[src/rtl/trap_cmp_pkg.sv]
package trap_cmp_pkg;
   // number of relations evaluated in parallel, and their bit positions in the mask
   localparam int unsigned REL_N   = 5;
   localparam int unsigned REL_UGT = 0;
   localparam int unsigned REL_ULT = 1;
   localparam int unsigned REL_EQ  = 2;
   localparam int unsigned REL_SGT = 3;
   localparam int unsigned REL_SLT = 4;

   typedef logic [REL_N-1:0] rel_vec_t;
endpackage

[src/rtl/trap_rel_eval.sv]
// Evaluates all five operand relations for one compare width.
module trap_rel_eval
   import trap_cmp_pkg::*;
#(
   parameter int unsigned W = 32
) (
   input  logic [W-1:0] a,
   input  logic [W-1:0] b,
   output rel_vec_t     rel
);
   initial begin
      assert (W >= 2) else $error("trap_rel_eval: W must be at least 2");
   end

   logic s_lt, s_gt, u_lt, u_gt, eq;

   always_comb begin
      s_lt = $signed(a) < $signed(b);
      s_gt = $signed(a) > $signed(b);
      u_lt = a < b;
      u_gt = a > b;
      eq   = a == b;
   end

   always_comb begin
      rel          = '0;
      rel[REL_SLT] = s_lt;
      rel[REL_SGT] = s_gt;
      rel[REL_EQ]  = eq;
      rel[REL_ULT] = u_lt;
      rel[REL_UGT] = u_gt;
   end
endmodule

[src/rtl/trap_mask_reduce.sv]
// Gates the relation vector with the condition mask and ORs the survivors.
module trap_mask_reduce
   import trap_cmp_pkg::*;
(
   input  rel_vec_t rel,
   input  rel_vec_t mask,
   output logic     hit
);
   rel_vec_t gated;

   always_comb begin
      gated = rel & mask;
      hit   = |gated;
   end
endmodule

[src/rtl/trap_cond_unit.sv]
module trap_cond_unit
   import trap_cmp_pkg::*;
#(
   parameter int unsigned DATA_W      = 64,
   parameter int unsigned WORD_W      = 32,
   parameter int unsigned CODE_W      = 4,
   parameter logic [CODE_W-1:0] TRAP_REASON = 4'h2
) (
   input  logic              clk,
   input  logic              rst_n,
   input  logic              in_valid,
   input  logic [DATA_W-1:0] op_a,
   input  logic [DATA_W-1:0] op_b,
   input  logic [REL_N-1:0]  cond_mask,
   input  logic              dword_mode,
   output logic              trap_req,
   output logic [CODE_W-1:0] trap_code
);
   localparam bit HAS_NARROW = (WORD_W < DATA_W);

   initial begin
      assert (WORD_W >= 2 && WORD_W <= DATA_W)
         else $error("trap_cond_unit: WORD_W must lie in 2..DATA_W");
      assert (TRAP_REASON != '0)
         else $error("trap_cond_unit: TRAP_REASON must be nonzero");
   end

   rel_vec_t rel_full;
   rel_vec_t rel_word;
   rel_vec_t rel_sel;
   logic     hit;

   trap_rel_eval #(.W(DATA_W)) u_full (
      .a   (op_a),
      .b   (op_b),
      .rel (rel_full)
   );

   generate
      if (HAS_NARROW) begin : g_narrow
         trap_rel_eval #(.W(WORD_W)) u_word (
            .a   (op_a[WORD_W-1:0]),
            .b   (op_b[WORD_W-1:0]),
            .rel (rel_word)
         );
      end else begin : g_same
         // word and full width coincide: one evaluator serves both modes
         assign rel_word = rel_full;
      end
   endgenerate

   always_comb rel_sel = dword_mode ? rel_full : rel_word;

   trap_mask_reduce u_reduce (
      .rel  (rel_sel),
      .mask (cond_mask),
      .hit  (hit)
   );

   always_ff @(posedge clk) begin
      if (!rst_n) begin
         trap_req  <= 1'b0;
         trap_code <= '0;
      end else begin
         trap_req  <= in_valid & hit;
         trap_code <= (in_valid & hit) ? TRAP_REASON : '0;
      end
   end

   // a request only follows a valid operation
   p_req_after_valid_r9: assert property (@(posedge clk) disable iff (!rst_n)
      trap_req |-> $past(in_valid));

   // an all-zero mask never requests a trap
   p_zero_mask_quiet_r8: assert property (@(posedge clk) disable iff (!rst_n)
      ($past(in_valid) && ($past(cond_mask) == '0)) |-> !trap_req);

   // an all-one mask always requests a trap
   p_full_mask_fires_r8: assert property (@(posedge clk) disable iff (!rst_n)
      ($past(rst_n) && $past(in_valid) && ($past(cond_mask) == '1)) |-> trap_req);

   // equal operands with the equal enable set must trap in either mode
   p_equal_fires_r3: assert property (@(posedge clk) disable iff (!rst_n)
      ($past(rst_n) && $past(in_valid) && $past(cond_mask[REL_EQ])
       && ($past(op_a) == $past(op_b))) |-> trap_req);

   // reason code present exactly with a request
   p_code_with_req_r10: assert property (@(posedge clk) disable iff (!rst_n)
      trap_req |-> (trap_code == TRAP_REASON));
   p_code_idle_r10: assert property (@(posedge clk) disable iff (!rst_n)
      !trap_req |-> (trap_code == '0));
endmodule

[config.mk]
export PLATFORM = sky130hd
export DESIGN_NAME = trap_cond_unit
export DESIGN_NICKNAME = d
export VERILOG_FILES = /design/src/rtl/trap_cmp_pkg.sv /design/src/rtl/trap_rel_eval.sv /design/src/rtl/trap_mask_reduce.sv /design/src/rtl/trap_cond_unit.sv
export SDC_FILE = /design/constraint.sdc
export NUM_CORES = 1
export LEC_CHECK = 0
export BUFFER_PORTS_ARGS = -buffer_cell sky130_fd_sc_hd__buf_2
export CAP_MARGIN = 20
export CORE_MARGIN = 2
export CORE_UTILIZATION = 45
export CTS_BUF_LIST = sky130_fd_sc_hd__clkbuf_8
export DETAILED_ROUTE_END_ITERATION = 8
export GPL_TIMING_DRIVEN = 0
export PLACE_DENSITY_LB_ADDON = 0.3
export SLEW_MARGIN = 5
export SYNTH_ARGS = -nofsm -noshare
export SYNTH_HDL_FRONTEND = slang
export SYNTH_SLANG_ARGS = --single-unit
[constraint.sdc]
create_clock -name clk -period 4.4 [get_ports clk]
set_input_delay 0 -clock clk [delete_from_list [all_inputs] [get_ports clk]]
set_output_delay 0 -clock clk [all_outputs]
set_load 0.005 [all_outputs]
==> results of run 1 <==
==> tightest hold or removal path, cell delays in order <==
cell and delay, ps:
sky130_fd_sc_hd__buf_2 90, sky130_fd_sc_hd__nand2_1 50, sky130_fd_sc_hd__a31oi_1 30
==> Yosys cell counts (all sizes together), types with 2 or more instances <==
| cell type | n |
|---|---|
| a21o | 3 |
| a21oi | 27 |
| buf | 4 |
| nand4 | 14 |
| nand3 | 7 |
| inv | 70 |
| a2111oi | 2 |
| o211ai | 2 |
| o31a | 2 |
| a221o | 2 |
| nor2 | 5 |
| nor3 | 4 |
| o21ai | 8 |
| nor2b | 2 |
| nor4 | 5 |
| ha | 64 |
| o21a | 2 |
| nand2b | 2 |
| nand2 | 19 |
==> cells in the final DEF, fill, tap and decap left out, types with 2 or more instances in the layout <==
| cell type | n |
|---|---|
| sky130_fd_sc_hd__conb_1 | 3 |
| sky130_fd_sc_hd__o21ai_1 | 2 |
| sky130_fd_sc_hd__buf_2 | 138 |
| sky130_fd_sc_hd__ha_1 | 64 |
| sky130_fd_sc_hd__o211ai_1 | 2 |
| sky130_fd_sc_hd__a221o_1 | 2 |
| sky130_fd_sc_hd__nand4_1 | 14 |
| sky130_fd_sc_hd__nand2_1 | 19 |
| sky130_fd_sc_hd__nor4_1 | 5 |
| sky130_fd_sc_hd__inv_1 | 70 |
| sky130_fd_sc_hd__o21a_1 | 2 |
| sky130_fd_sc_hd__nand3_1 | 7 |
| sky130_fd_sc_hd__a21oi_1 | 26 |
| sky130_fd_sc_hd__o21ai_0 | 6 |
| sky130_fd_sc_hd__nand2b_1 | 2 |
| sky130_fd_sc_hd__buf_4 | 4 |
| sky130_fd_sc_hd__nor2_1 | 5 |
| sky130_fd_sc_hd__a21o_1 | 3 |
| sky130_fd_sc_hd__nor3_1 | 4 |
| sky130_fd_sc_hd__nor2b_1 | 2 |
==> final cells by class <==
cell class,instances,area share [%]
Sequential cell,1,0.774
Timing Repair Buffer,138,26.7
Multi-Input combinational cell,189,58.8
Tap cell,50,2.42
Inverter,70,10.2
Buffer,4,1.16
==> power groups by stage <==
stage / combinational (mW) / clock (mW) / sequential, mW
global route: 0.243 / 0 / 0.0106
floorplan: 0.120 / 0 / 0.0105
CTS: 0.210 / 0 / 0.0104
detailed placement: 0.209 / 0 / 0.0104
global placement: 0.200 / 0 / 0.0104
finish: 0.208 / 0 / 0.0104
==> worst paths after layout <==
| path | endpoint | depth (start not counted) | slack, ps |
|---|---|---|---|
| max | trap_code[1] | 10 | 2050 |
| min | trap_code[1] | 3 | 230 |
==> routing by layer <==
layer / part of all wire [%] / wire length (um)
met1: 41 / 1830
met2: 52 / 2350
met3: 6.7 / 304
met4: 0.75 / 34
met5: 0 / 0
==> kinds of logic after synthesis <==
logic type      Yosys count  synth area share, %
buf+inv                  74                 16.0
flops                     1                 1.10
simple gates             62                 17.3
fa+ha+maj                64                 43.9
compound gates           60                 21.5
other cells               1                0.205
==> load_flow_metrics.sql, run 1 <==
INSERT INTO impl_metrics (metric_group, metric, value, unit) VALUES
('run_status', 'run_status', 'finished, final reports clean', ''),
('drt', 'post_drt_via_cell_ratio', '4.86', ''),
('worst_setup_path', 'cpPeakStageDelay', '370', 'ps'),
('power', 'combinationalPowerShare', '95.2', '%'),
('job', 'max_cap_violations', '0', ''),
('power', 'power_report.internal_total', '0.121', 'mW'),
('logic_synthesis', 'postSynthAreaPerCell', '6.97', 'um2'),
('finish', 'stdcell_count', '452', ''),
('drt', 'routed_wire_length_per_instance', '9.99', 'um'),
('floorplanning', 'overall_die_height', '67.7', 'um'),
('timing', 'fmaxAchievable', '425', 'MHz'),
('logic_synthesis', 'postSynth.asyncResetShare', '0', '%'),
('power', 'pwr-share-seq', '4.8', '%'),
('timing', 'final_min_period_over_clock_period', '53.4', '%'),
('worst_setup_path', 'family_of_cells_with_the_greatest_summed_delay_on_the_critical_path', 'compound AO/OA/AOI/OAI gates', ''),
('floorplanning', 'floorplan.rows', '23', ''),
('logic_synthesis', 'synthesis.yosys.warnings', '0', ''),
('timing', 'final_worst_slack', '2050', 'ps'),
('placement', 'dp.final_hpwl', '4310', 'um'),
('worst_setup_path', 'cp.arrival', '2220', 'ps'),
('placement', 'placed_area', '0.00259', 'mm2'),
('global_routing', 'maximum_number_of_pins_on_one_net_before_global_route_repair', '7', ''),
('timing', 'setup-tns-final', '0', 'ps'),
('finish', 'largest_register_by_flop_count', 'trap_code', ''),
('logic_synthesis', 'synth.yosys.seq_area_share', '1.10', '%'),
('floorplanning', 'core_region_area', '0.00394', 'mm2'),
('hold_path', 'hold_path_startpoint', 'in_valid', ''),
('timing', 'report.final.hold_viol_count', '0', ''),
('power', 'power_switching', '0.0965', 'mW'),
('placement', 'placedCellCount', '452', ''),
('drt', 'detail_route.first_pass.iterations', '4', ''),
('worst_setup_path', 'startpoint_type', 'input pin', ''),
('finish', 'postLayoutCellArea', '0.00259', 'mm2'),
('logic_synthesis', 'synth_flop_cell', 'sky130_fd_sc_hd__dfxtp_1', ''),
('clocking', 'hold_buffers', '0', ''),
('drt', 'remaining_antenna_violation_count_after_routing', '0', ''),
('timing', 'finalSetupViolations', '0', ''),
('worst_setup_path', 'criticalPathCategory', 'in -> reg', ''),
('worst_setup_path', 'crit_path_start', 'op_a[14]', ''),
('logic_synthesis', 'cell_types_occupying_the_most_area_after_synthesis', 'sky130_fd_sc_hd__ha_1 44%, sky130_fd_sc_hd__inv_1 14%, sky130_fd_sc_hd__a21oi_1 7.1%', ''),
('worst_setup_path', 'worst_path_required', '4270', 'ps'),
('finish', 'multi_input_comb_area', '0.00152', 'mm2'),
('drt', 'route.final.wire_length', '4520', 'um'),
('global_routing', 'grt_pass1_wl', '7070', 'um'),
('global_routing', 'globalRouteMet2Util', '39.3', '%'),
('logic_synthesis', 'synth_area', '0.00183', 'mm2'),
('logic_synthesis', 'netlist.area_leader.share', '43.9', '%'),
('global_routing', 'highest_utilization_routing_layer_at_the_global_route_stage', 'met2', ''),
('global_routing', 'grt_util_all_layers', '18.6', '%'),
('power', 'p_per_area', '84.3', 'mW/mm2'),
('worst_setup_path', 'cp-end-kind', 'register', ''),
('placement', 'port_buffers', '138', ''),
('finish', 'finalCoreUtilization', '65.6', '%'),
('drt', 'dr_total_vias', '2196', ''),
('timing', 'drv_slew', '0', ''),
('timing', 'post-route-min-period', '2350', 'ps'),
('placement', 'gp_congestion', '0.835', ''),
('worst_setup_path', 'path_cells', 'buf_2 > ha_1 > nand4_1 > nor2_1 > a221o_1 > o31a_1 > o21a_1 > or2_1 > a2111oi_2 > a31oi_1', ''),
('worst_setup_path', 'critical_path_buf_inv_count', '1', ''),
('global_routing', 'grt_antenna_before_repair', '0', ''),
('finish', 'largest_register_ff_count', '1', ''),
('hold_path', 'min-delay-path-class', 'in -> reg', ''),
('finish', 'final_nets', '605', ''),
('floorplanning', 'floorplan.initialDensity', '46.3', '%'),
('timing', 'fin_hold_ws', '233', 'ps'),
('logic_synthesis', 'synth_area_leader_cell', 'sky130_fd_sc_hd__ha_1', ''),
('finish', 'area_growth_syn_to_layout', '41.7', '%'),
('floorplanning', 'ioPinCount', '142', ''),
('worst_setup_path', 'crit_slowest_cell', 'sky130_fd_sc_hd__o31a_1', ''),
('placement', 'pre_cts_slack', '2060', 'ps'),
('logic_synthesis', 'synth.ff_latch_count', '1', '');
No activity file was read; power rests on OpenSTA's default activity.
==> run 2, diff against run 1 <==
--- a/config.mk
+++ b/config.mk
@@ -8,7 +8,7 @@
 export BUFFER_PORTS_ARGS = -buffer_cell sky130_fd_sc_hd__buf_2
 export CAP_MARGIN = 20
 export CORE_MARGIN = 2
-export CORE_UTILIZATION = 45
+export CORE_UTILIZATION = 42
 export CTS_BUF_LIST = sky130_fd_sc_hd__clkbuf_8
 export DETAILED_ROUTE_END_ITERATION = 8
 export GPL_TIMING_DRIVEN = 0
==> constraint.sdc (replaced) <==
create_clock -name clk -period 2.4 [get_ports clk]
set_input_delay 0 -clock clk [delete_from_list [all_inputs] [get_ports clk]]
set_output_delay 0 -clock clk [all_outputs]
set_load 0.005 [all_outputs]
==> run 2 against run 1 <==
Against the previous run:
- die area is 6.7% higher
- combinational power is 110% higher
- sequential share of layout area is 0.072 points lower
- sequential power is 83% higher
- via count is 4.3% higher
- hold slack better by 8.9 ps
- global-route usage is 0.95 points higher
- largest power group unchanged
- setup slack worse by 2000 ps
- flip-flop and latch count stayed put
- total power is 110% higher
- largest cell class unchanged
- first-iteration DRC count is 10% lower
- routed wire length is 17% higher
==> load_flow_metrics.sql, run 2 (same netlist as run 1, synthesis figures left out) <==
INSERT INTO impl_metrics (metric_group, metric, value, unit) VALUES
('run_status', 'run_status', 'finished, final reports clean', ''),
('placement', 'dp.final_hpwl', '4600', 'um'),
('power', 'p_per_area', '163', 'mW/mm2'),
('global_routing', 'maximum_number_of_pins_on_one_net_before_global_route_repair', '7', ''),
('worst_setup_path', 'critical_path.max_fanout', '4', ''),
('worst_setup_path', 'family_of_cells_with_the_greatest_summed_delay_on_the_critical_path', 'compound AO/OA/AOI/OAI gates', ''),
('power', 'combinationalPowerShare', '95.9', '%'),
('hold_path', 'min-delay-path-class', 'in -> reg', ''),
('drt', 'routed_wire_length_per_instance', '11.6', 'um'),
('worst_setup_path', 'critical_path_buf_inv_count', '1', ''),
('worst_setup_path', 'criticalPathCategory', 'in -> reg', ''),
('timing', 'final_min_period_over_clock_period', '98.6', '%'),
('floorplanning', 'overall_die_height', '69.9', 'um'),
('power', 'pwr-share-seq', '4.1', '%'),
('power', 'vdd_ir_drop_max', '0.0000739', 'V'),
('drt', 'post_drt_via_cell_ratio', '5.02', ''),
('global_routing', 'remaining_overflow_grt', '0', ''),
('finish', 'layout_cell_share_with_drive_strength_beyond_1', '44.3', '%'),
('finish', 'diodes', '0', ''),
('power', 'power.clock.fraction', '0', '%'),
('timing', 'grt_setup_unrepaired', 'yes', ''),
('drt', 'route.final.wire_length', '5270', 'um'),
('drt', 'drt_iter0_drc', '35', ''),
('finish', 'mostFrequentLayoutCells', '137 x sky130_fd_sc_hd__buf_2, 61 x sky130_fd_sc_hd__inv_1, 51 x sky130_fd_sc_hd__ha_1', ''),
('worst_setup_path', 'cpPeakStageDelay', '360', 'ps'),
('finish', 'biggestRegsByFlops', 'trap_code (1)', ''),
('job', 'max_cap_violations', '0', ''),
('worst_setup_path', 'path_cells', 'buf_2 > ha_1 > nand4_1 > nor2_1 > a221o_1 > a211o_1 > o21a_1 > or2_4 > a2111oi_4 > a31oi_1', ''),
('finish', 'largest_register_ff_count', '1', ''),
('placement', 'gp_congestion', '0.848', ''),
('finish', 'largest_register_by_flop_count', 'trap_code', ''),
('floorplanning', 'ioPinCount', '142', ''),
('global_routing', 'grt_antenna_before_repair', '0', ''),
('finish', 'postLayoutCellArea', '0.00285', 'mm2'),
('placement', 'port_buffers', '138', ''),
('worst_setup_path', 'worst_path_required', '2260', 'ps'),
('finish', 'fill_cells', '373', ''),
('worst_setup_path', 'cp.arrival', '2230', 'ps'),
('placement', 'placedCellCount', '452', ''),
('finish', 'leading_cell_type_in_the_layout_fill_and_taps_excluded', 'sky130_fd_sc_hd__buf_2', ''),
('timing', 'post-route-min-period', '2370', 'ps'),
('global_routing', 'first_global_vias', '2248', ''),
('floorplanning', 'core_region_area', '0.00409', 'mm2'),
('power', 'power.static_leakage', '1.70', 'nW'),
('timing', 'drv_slew', '0', ''),
('worst_setup_path', 'timing.critical_path.to', 'trap_code[1]', ''),
('floorplanning', 'fp.dieArea', '0.00489', 'mm2'),
('drt', 'remaining_antenna_violation_count_after_routing', '0', ''),
('worst_setup_path', 'crit_slowest_cell', 'sky130_fd_sc_hd__a2111oi_4', ''),
('finish', 'area_growth_syn_to_layout', '56.1', '%'),
('clocking', 'clock_transition_time_at_the_flip_flop_clock_pins_of_the_worst_setup_and_hold_paths', '0', 'ps'),
('worst_setup_path', 'crit_path_start', 'op_a[26]', ''),
('worst_setup_path', 'path_depth', '10', ''),
('finish', 'sequential_cell_area', '20.0', 'um2'),
('drt', 'drc', '0', ''),
('finish', 'stdcell_count', '456', ''),
('floorplanning', 'floorplan.rows', '23', ''),
('timing', 'report.final.hold_viol_count', '0', ''),
('global_routing', 'grt_pass1_wl', '8450', 'um'),
('timing', 'finalSetupViolations', '0', ''),
('timing', 'fmaxAchievable', '423', 'MHz'),
('power', 'power_switching', '0.207', 'mW'),
('finish', 'multi_input_comb_area', '0.00175', 'mm2'),
('worst_setup_path', 'cp-end-kind', 'register', ''),
('floorplanning', 'floorplan.initialDensity', '44.7', '%'),
('finish', 'final_nets', '609', ''),
('floorplanning', 'die_w', '69.9', 'um'),
('global_routing', 'grt_util_all_layers', '19.6', '%'),
('drt', 'detail_route.first_pass.iterations', '4', ''),
('power', 'sw_frac_of_total', '44.4', '%'),
('worst_setup_path', 'startpoint_type', 'input pin', ''),
('power', 'power_report.internal_total', '0.258', 'mW'),
('clocking', 'hold_buffers', '0', ''),
('drt', 'dr_total_vias', '2291', ''),
('placement', 'placed_area', '0.00259', 'mm2');
-- run 2: changes by cell type in the layout (fill, tap and decap cells not counted), moves of 2 or more --
cell and delta:
sky130_fd_sc_hd__a21oi_1 -2, sky130_fd_sc_hd__inv_2 +8, sky130_fd_sc_hd__nor4_1 -3, sky130_fd_sc_hd__a21oi_2 +2
sky130_fd_sc_hd__inv_1 -9, sky130_fd_sc_hd__ha_1 -13, sky130_fd_sc_hd__ha_4 +13, sky130_fd_sc_hd__nor4_2 +2
sky130_fd_sc_hd__buf_4 +4
-- run 2: power groups by stage --
stage	clock (mW)	sequential (mW)	combinational, mW
floorplan	0	0.0193	0.220
global placement	0	0.0190	0.369
detailed placement	0	0.0190	0.385
CTS	0	0.0191	0.388
global route	0	0.0194	0.510
finish	0	0.0190	0.446
-- run 2: layout make-up --
| cell class | instances | area share [%] |
|---|---|---|
| Multi-Input combinational cell | 189 | 61.2 |
| Timing Repair Buffer | 142 | 25.5 |
| Inverter | 70 | 9.31 |
| Tap cell | 50 | 2.19 |
| Buffer | 4 | 1.05 |
| Sequential cell | 1 | 0.702 |
-- run 2: through the flow --
stage                     util (%)  hold slack, ps  power (mW)  setup slack (ps)  TNS [ps]
after floorplan                  -             116       0.239               305         0
after global placement        63.3             239       0.388              65.6         0
after detailed placement      63.3             240       0.404             -13.4     -13.4
after CTS                     63.3             243       0.407              30.4         0
after global routing          69.7             270       0.529              -204      -204
final                         69.7             242       0.465              33.7         0
-- run 2: how the worst min path moves through the flow --
stage | slack, ps | cells after the start | to | from
floorplan | 120 | 2 | trap_code[1] | in_valid
global placement | 240 | 3 | trap_code[1] | in_valid
detailed placement | 240 | 3 | trap_code[1] | in_valid
CTS | 240 | 3 | trap_code[1] | in_valid
global route | 270 | 3 | trap_code[1] | in_valid
finish | 240 | 3 | trap_code[1] | rst_n
-- run 2: per-layer routing --
layer	vias to the layer above	GRT usage [%]	share of wire (%)
li1	1201	-	-
met1	985	20.9	38
met2	91	39.3	53
met3	14	2.74	6.4
met4	0	5.13	2.4
met5	-	0	0
-- run 2: tightest hold or removal path: stages --
cell and delay (ps):
sky130_fd_sc_hd__buf_2 90, sky130_fd_sc_hd__nand2_1 60, sky130_fd_sc_hd__a31oi_1 40
-- run 2: what timing repair did --
action | in CTS | in global routing
pin swaps | 1 | 23
setup endpoints to repair | 1 | 1
buffers inserted | 0 | 4
resized for setup | 0 | 34
==> run 3, diff against run 2 <==
--- a/config.mk
+++ b/config.mk
@@ -5,11 +5,12 @@
 export SDC_FILE = /design/constraint.sdc
 export NUM_CORES = 1
 export LEC_CHECK = 0
+export ABC_CLOCK_PERIOD_IN_PS = 2400
 export BUFFER_PORTS_ARGS = -buffer_cell sky130_fd_sc_hd__buf_2
 export CAP_MARGIN = 20
 export CORE_MARGIN = 2
-export CORE_UTILIZATION = 42
-export CTS_BUF_LIST = sky130_fd_sc_hd__clkbuf_8
+export CORE_UTILIZATION = 41
+export CTS_BUF_LIST = sky130_fd_sc_hd__clkbuf_16
 export DETAILED_ROUTE_END_ITERATION = 8
 export GPL_TIMING_DRIVEN = 0
 export PLACE_DENSITY_LB_ADDON = 0.3
==> run 3 against run 2 <==
Against the previous run:
- critical endpoint unchanged
- first-iteration DRC count down 20%
- sequential share of layout area barely moved
- total power down 1.4%
- highest routed layer unchanged
==> load_flow_metrics.sql, run 3 (same netlist as run 1, synthesis figures left out) <==
INSERT INTO impl_metrics (metric_group, metric, value, unit) VALUES
('timing', 'post-route-min-period', '2280', 'ps'),
('global_routing', 'grt_antenna_before_repair', '0', ''),
('power', 'power_report.internal_total', '0.257', 'mW'),
('finish', 'largest_register_ff_count', '1', ''),
('global_routing', 'globalRouteMet2Util', '34.1', '%'),
('drt', 'drt_iter0_drc', '28', ''),
('timing', 'final_worst_slack', '117', 'ps'),
('finish', 'biggestRegsByFlops', 'trap_code (1)', ''),
('floorplanning', 'fp.dieArea', '0.00500', 'mm2'),
('finish', 'diodes', '0', ''),
('job', 'max_cap_violations', '0', ''),
('worst_setup_path', 'critical_path.max_fanout', '5', ''),
('placement', 'placed_area', '0.00259', 'mm2'),
('worst_setup_path', 'worst_path_required', '2270', 'ps'),
('global_routing', 'globalRouteMet1Util', '20.6', '%'),
('timing', 'report.final.hold_viol_count', '0', ''),
('floorplanning', 'core_region_area', '0.00432', 'mm2'),
('worst_setup_path', 'family_of_cells_with_the_greatest_summed_delay_on_the_critical_path', 'compound AO/OA/AOI/OAI gates', ''),
('global_routing', 'remaining_overflow_grt', '0', ''),
('worst_setup_path', 'crit_path_start', 'op_b[9]', ''),
('finish', 'mostFrequentLayoutCells', '137 x sky130_fd_sc_hd__buf_2, 65 x sky130_fd_sc_hd__inv_1, 51 x sky130_fd_sc_hd__ha_1', ''),
('drt', 'remaining_antenna_violation_count_after_routing', '0', ''),
('global_routing', 'grt_pass1_wl', '7820', 'um'),
('global_routing', 'grt_util_all_layers', '17.5', '%'),
('finish', 'final_nets', '611', ''),
('power', 'combinationalPowerShare', '95.8', '%'),
('global_routing', 'highest_utilization_routing_layer_at_the_global_route_stage', 'met2', ''),
('worst_setup_path', 'cp.arrival', '2150', 'ps'),
('power', 'vdd_ir_drop_max', '0.0000739', 'V'),
('drt', 'post_drt_via_cell_ratio', '4.97', ''),
('placement', 'dp.final_hpwl', '4260', 'um'),
('timing', 'finalSetupViolations', '0', ''),
('drt', 'dr_total_vias', '2284', ''),
('worst_setup_path', 'path_depth', '11', ''),
('power', 'power_switching', '0.202', 'mW'),
('floorplanning', 'ioPinCount', '142', ''),
('worst_setup_path', 'crit_slowest_cell', 'sky130_fd_sc_hd__a2111oi_4', ''),
('clocking', 'hold_buffers', '0', ''),
('floorplanning', 'overall_die_height', '70.7', 'um'),
('power', 'p_per_area', '160', 'mW/mm2'),
('power', 'sw_frac_of_total', '43.9', '%'),
('worst_setup_path', 'path_cells', 'buf_2 > inv_1 > ha_4 > nand4_1 > nor2_1 > a221o_1 > o31a_1 > o21a_1 > or2_1 > a2111oi_4 > a31oi_1', ''),
('finish', 'finalCoreUtilization', '66.1', '%'),
('placement', 'port_buffers', '138', ''),
('finish', 'fill_cells', '385', ''),
('global_routing', 'maximum_number_of_pins_on_one_net_before_global_route_repair', '7', ''),
('worst_setup_path', 'cpPeakStageDelay', '350', 'ps'),
('finish', 'area_growth_syn_to_layout', '56.5', '%'),
('timing', 'fin_hold_ws', '234', 'ps'),
('global_routing', 'met3_usage', '2.85', '%'),
('placement', 'gp_congestion', '0.801', ''),
('finish', 'leading_cell_type_in_the_layout_fill_and_taps_excluded', 'sky130_fd_sc_hd__buf_2', ''),
('worst_setup_path', 'cp-end-kind', 'register', ''),
('worst_setup_path', 'startpoint_type', 'input pin', ''),
('power', 'power.static_leakage', '1.71', 'nW'),
('timing', 'final_min_period_over_clock_period', '95.1', '%'),
('finish', 'largest_register_by_flop_count', 'trap_code', ''),
('timing', 'fmaxAchievable', '438', 'MHz'),
('floorplanning', 'die_w', '70.7', 'um'),
('run_status', 'run_status', 'finished, final reports clean', ''),
('drt', 'route.final.wire_length', '4880', 'um'),
('power', 'power.clock.fraction', '0', '%'),
('timing', 'drv_slew', '0', ''),
('drt', 'drc', '0', ''),
('worst_setup_path', 'timing.critical_path.to', 'trap_code[1]', ''),
('finish', 'layout_cell_share_with_drive_strength_beyond_1', '43.1', '%'),
('placement', 'pre_cts_slack', '48.8', 'ps'),
('worst_setup_path', 'criticalPathCategory', 'in -> reg', ''),
('drt', 'detail_route.first_pass.iterations', '4', ''),
('floorplanning', 'floorplan.initialDensity', '42.2', '%'),
('power', 'totalPowerFinal', '0.459', 'mW'),
('floorplanning', 'floorplan.rows', '24', ''),
('hold_path', 'min-delay-path-class', 'in -> reg', ''),
('drt', 'routed_wire_length_per_instance', '10.6', 'um'),
('clocking', 'clock_transition_time_at_the_flip_flop_clock_pins_of_the_worst_setup_and_hold_paths', '0', 'ps'),
('power', 'pwr-share-seq', '4.2', '%'),
('global_routing', 'first_global_vias', '2091', ''),
('worst_setup_path', 'critical_path_buf_inv_count', '2', ''),
('finish', 'postLayoutCellArea', '0.00286', 'mm2');
[run 3: per-layer routing]
layer  part of all wire [%]  wire length [um]  up-vias
met5                      0                 0        -
met4                    1.7                81        0
met3                    8.9               434        8
met2                     52              2520       86
met1                     38              1840      981
li1                       -                 -     1209
[run 3: metrics by stage]
step           TNS [ps]  cells
6_report              0    460
3_3_place_gp          0    454
4_1_cts               0    454
3_5_place_dp          0    454
2_1_floorplan         0    264
5_1_grt           -32.8    460
[run 3: worst min-delay path by stage]
| stage | start | endpoint | slack, ps | cells past startpoint |
|---|---|---|---|---|
| finish | in_valid | trap_code[1] | 230 | 3 |
| global route | in_valid | trap_code[1] | 260 | 3 |
| CTS | in_valid | trap_code[1] | 240 | 3 |
| detailed placement | in_valid | trap_code[1] | 240 | 3 |
| global placement | in_valid | trap_code[1] | 240 | 3 |
| floorplan | in_valid | trap_code[1] | 120 | 2 |
[run 3: timing repair]
action,in CTS,in global routing
endpoints found under the setup margin,0,1
resized for setup,0,28
buffers inserted,0,6
[run 3: power groups by stage]
stage                     sequential, mW  clock, mW  combinational (mW)
after floorplan                   0.0193          0               0.220
after global placement            0.0190          0               0.369
after detailed placement          0.0191          0               0.380
after CTS                         0.0191          0               0.382
after global routing              0.0194          0               0.509
final                             0.0191          0               0.439
[run 3: final cells by class]
cell class | instances | area (um2) | share of cell area, %
tap | 52 | 65.1 | 2.28
sequential | 1 | 20.0 | 0.701
inverter | 70 | 263 | 9.19
multi-input combinational | 189 | 1740 | 60.8
buffer | 4 | 30.0 | 1.05
timing repair buffer | 144 | 742 | 26.0
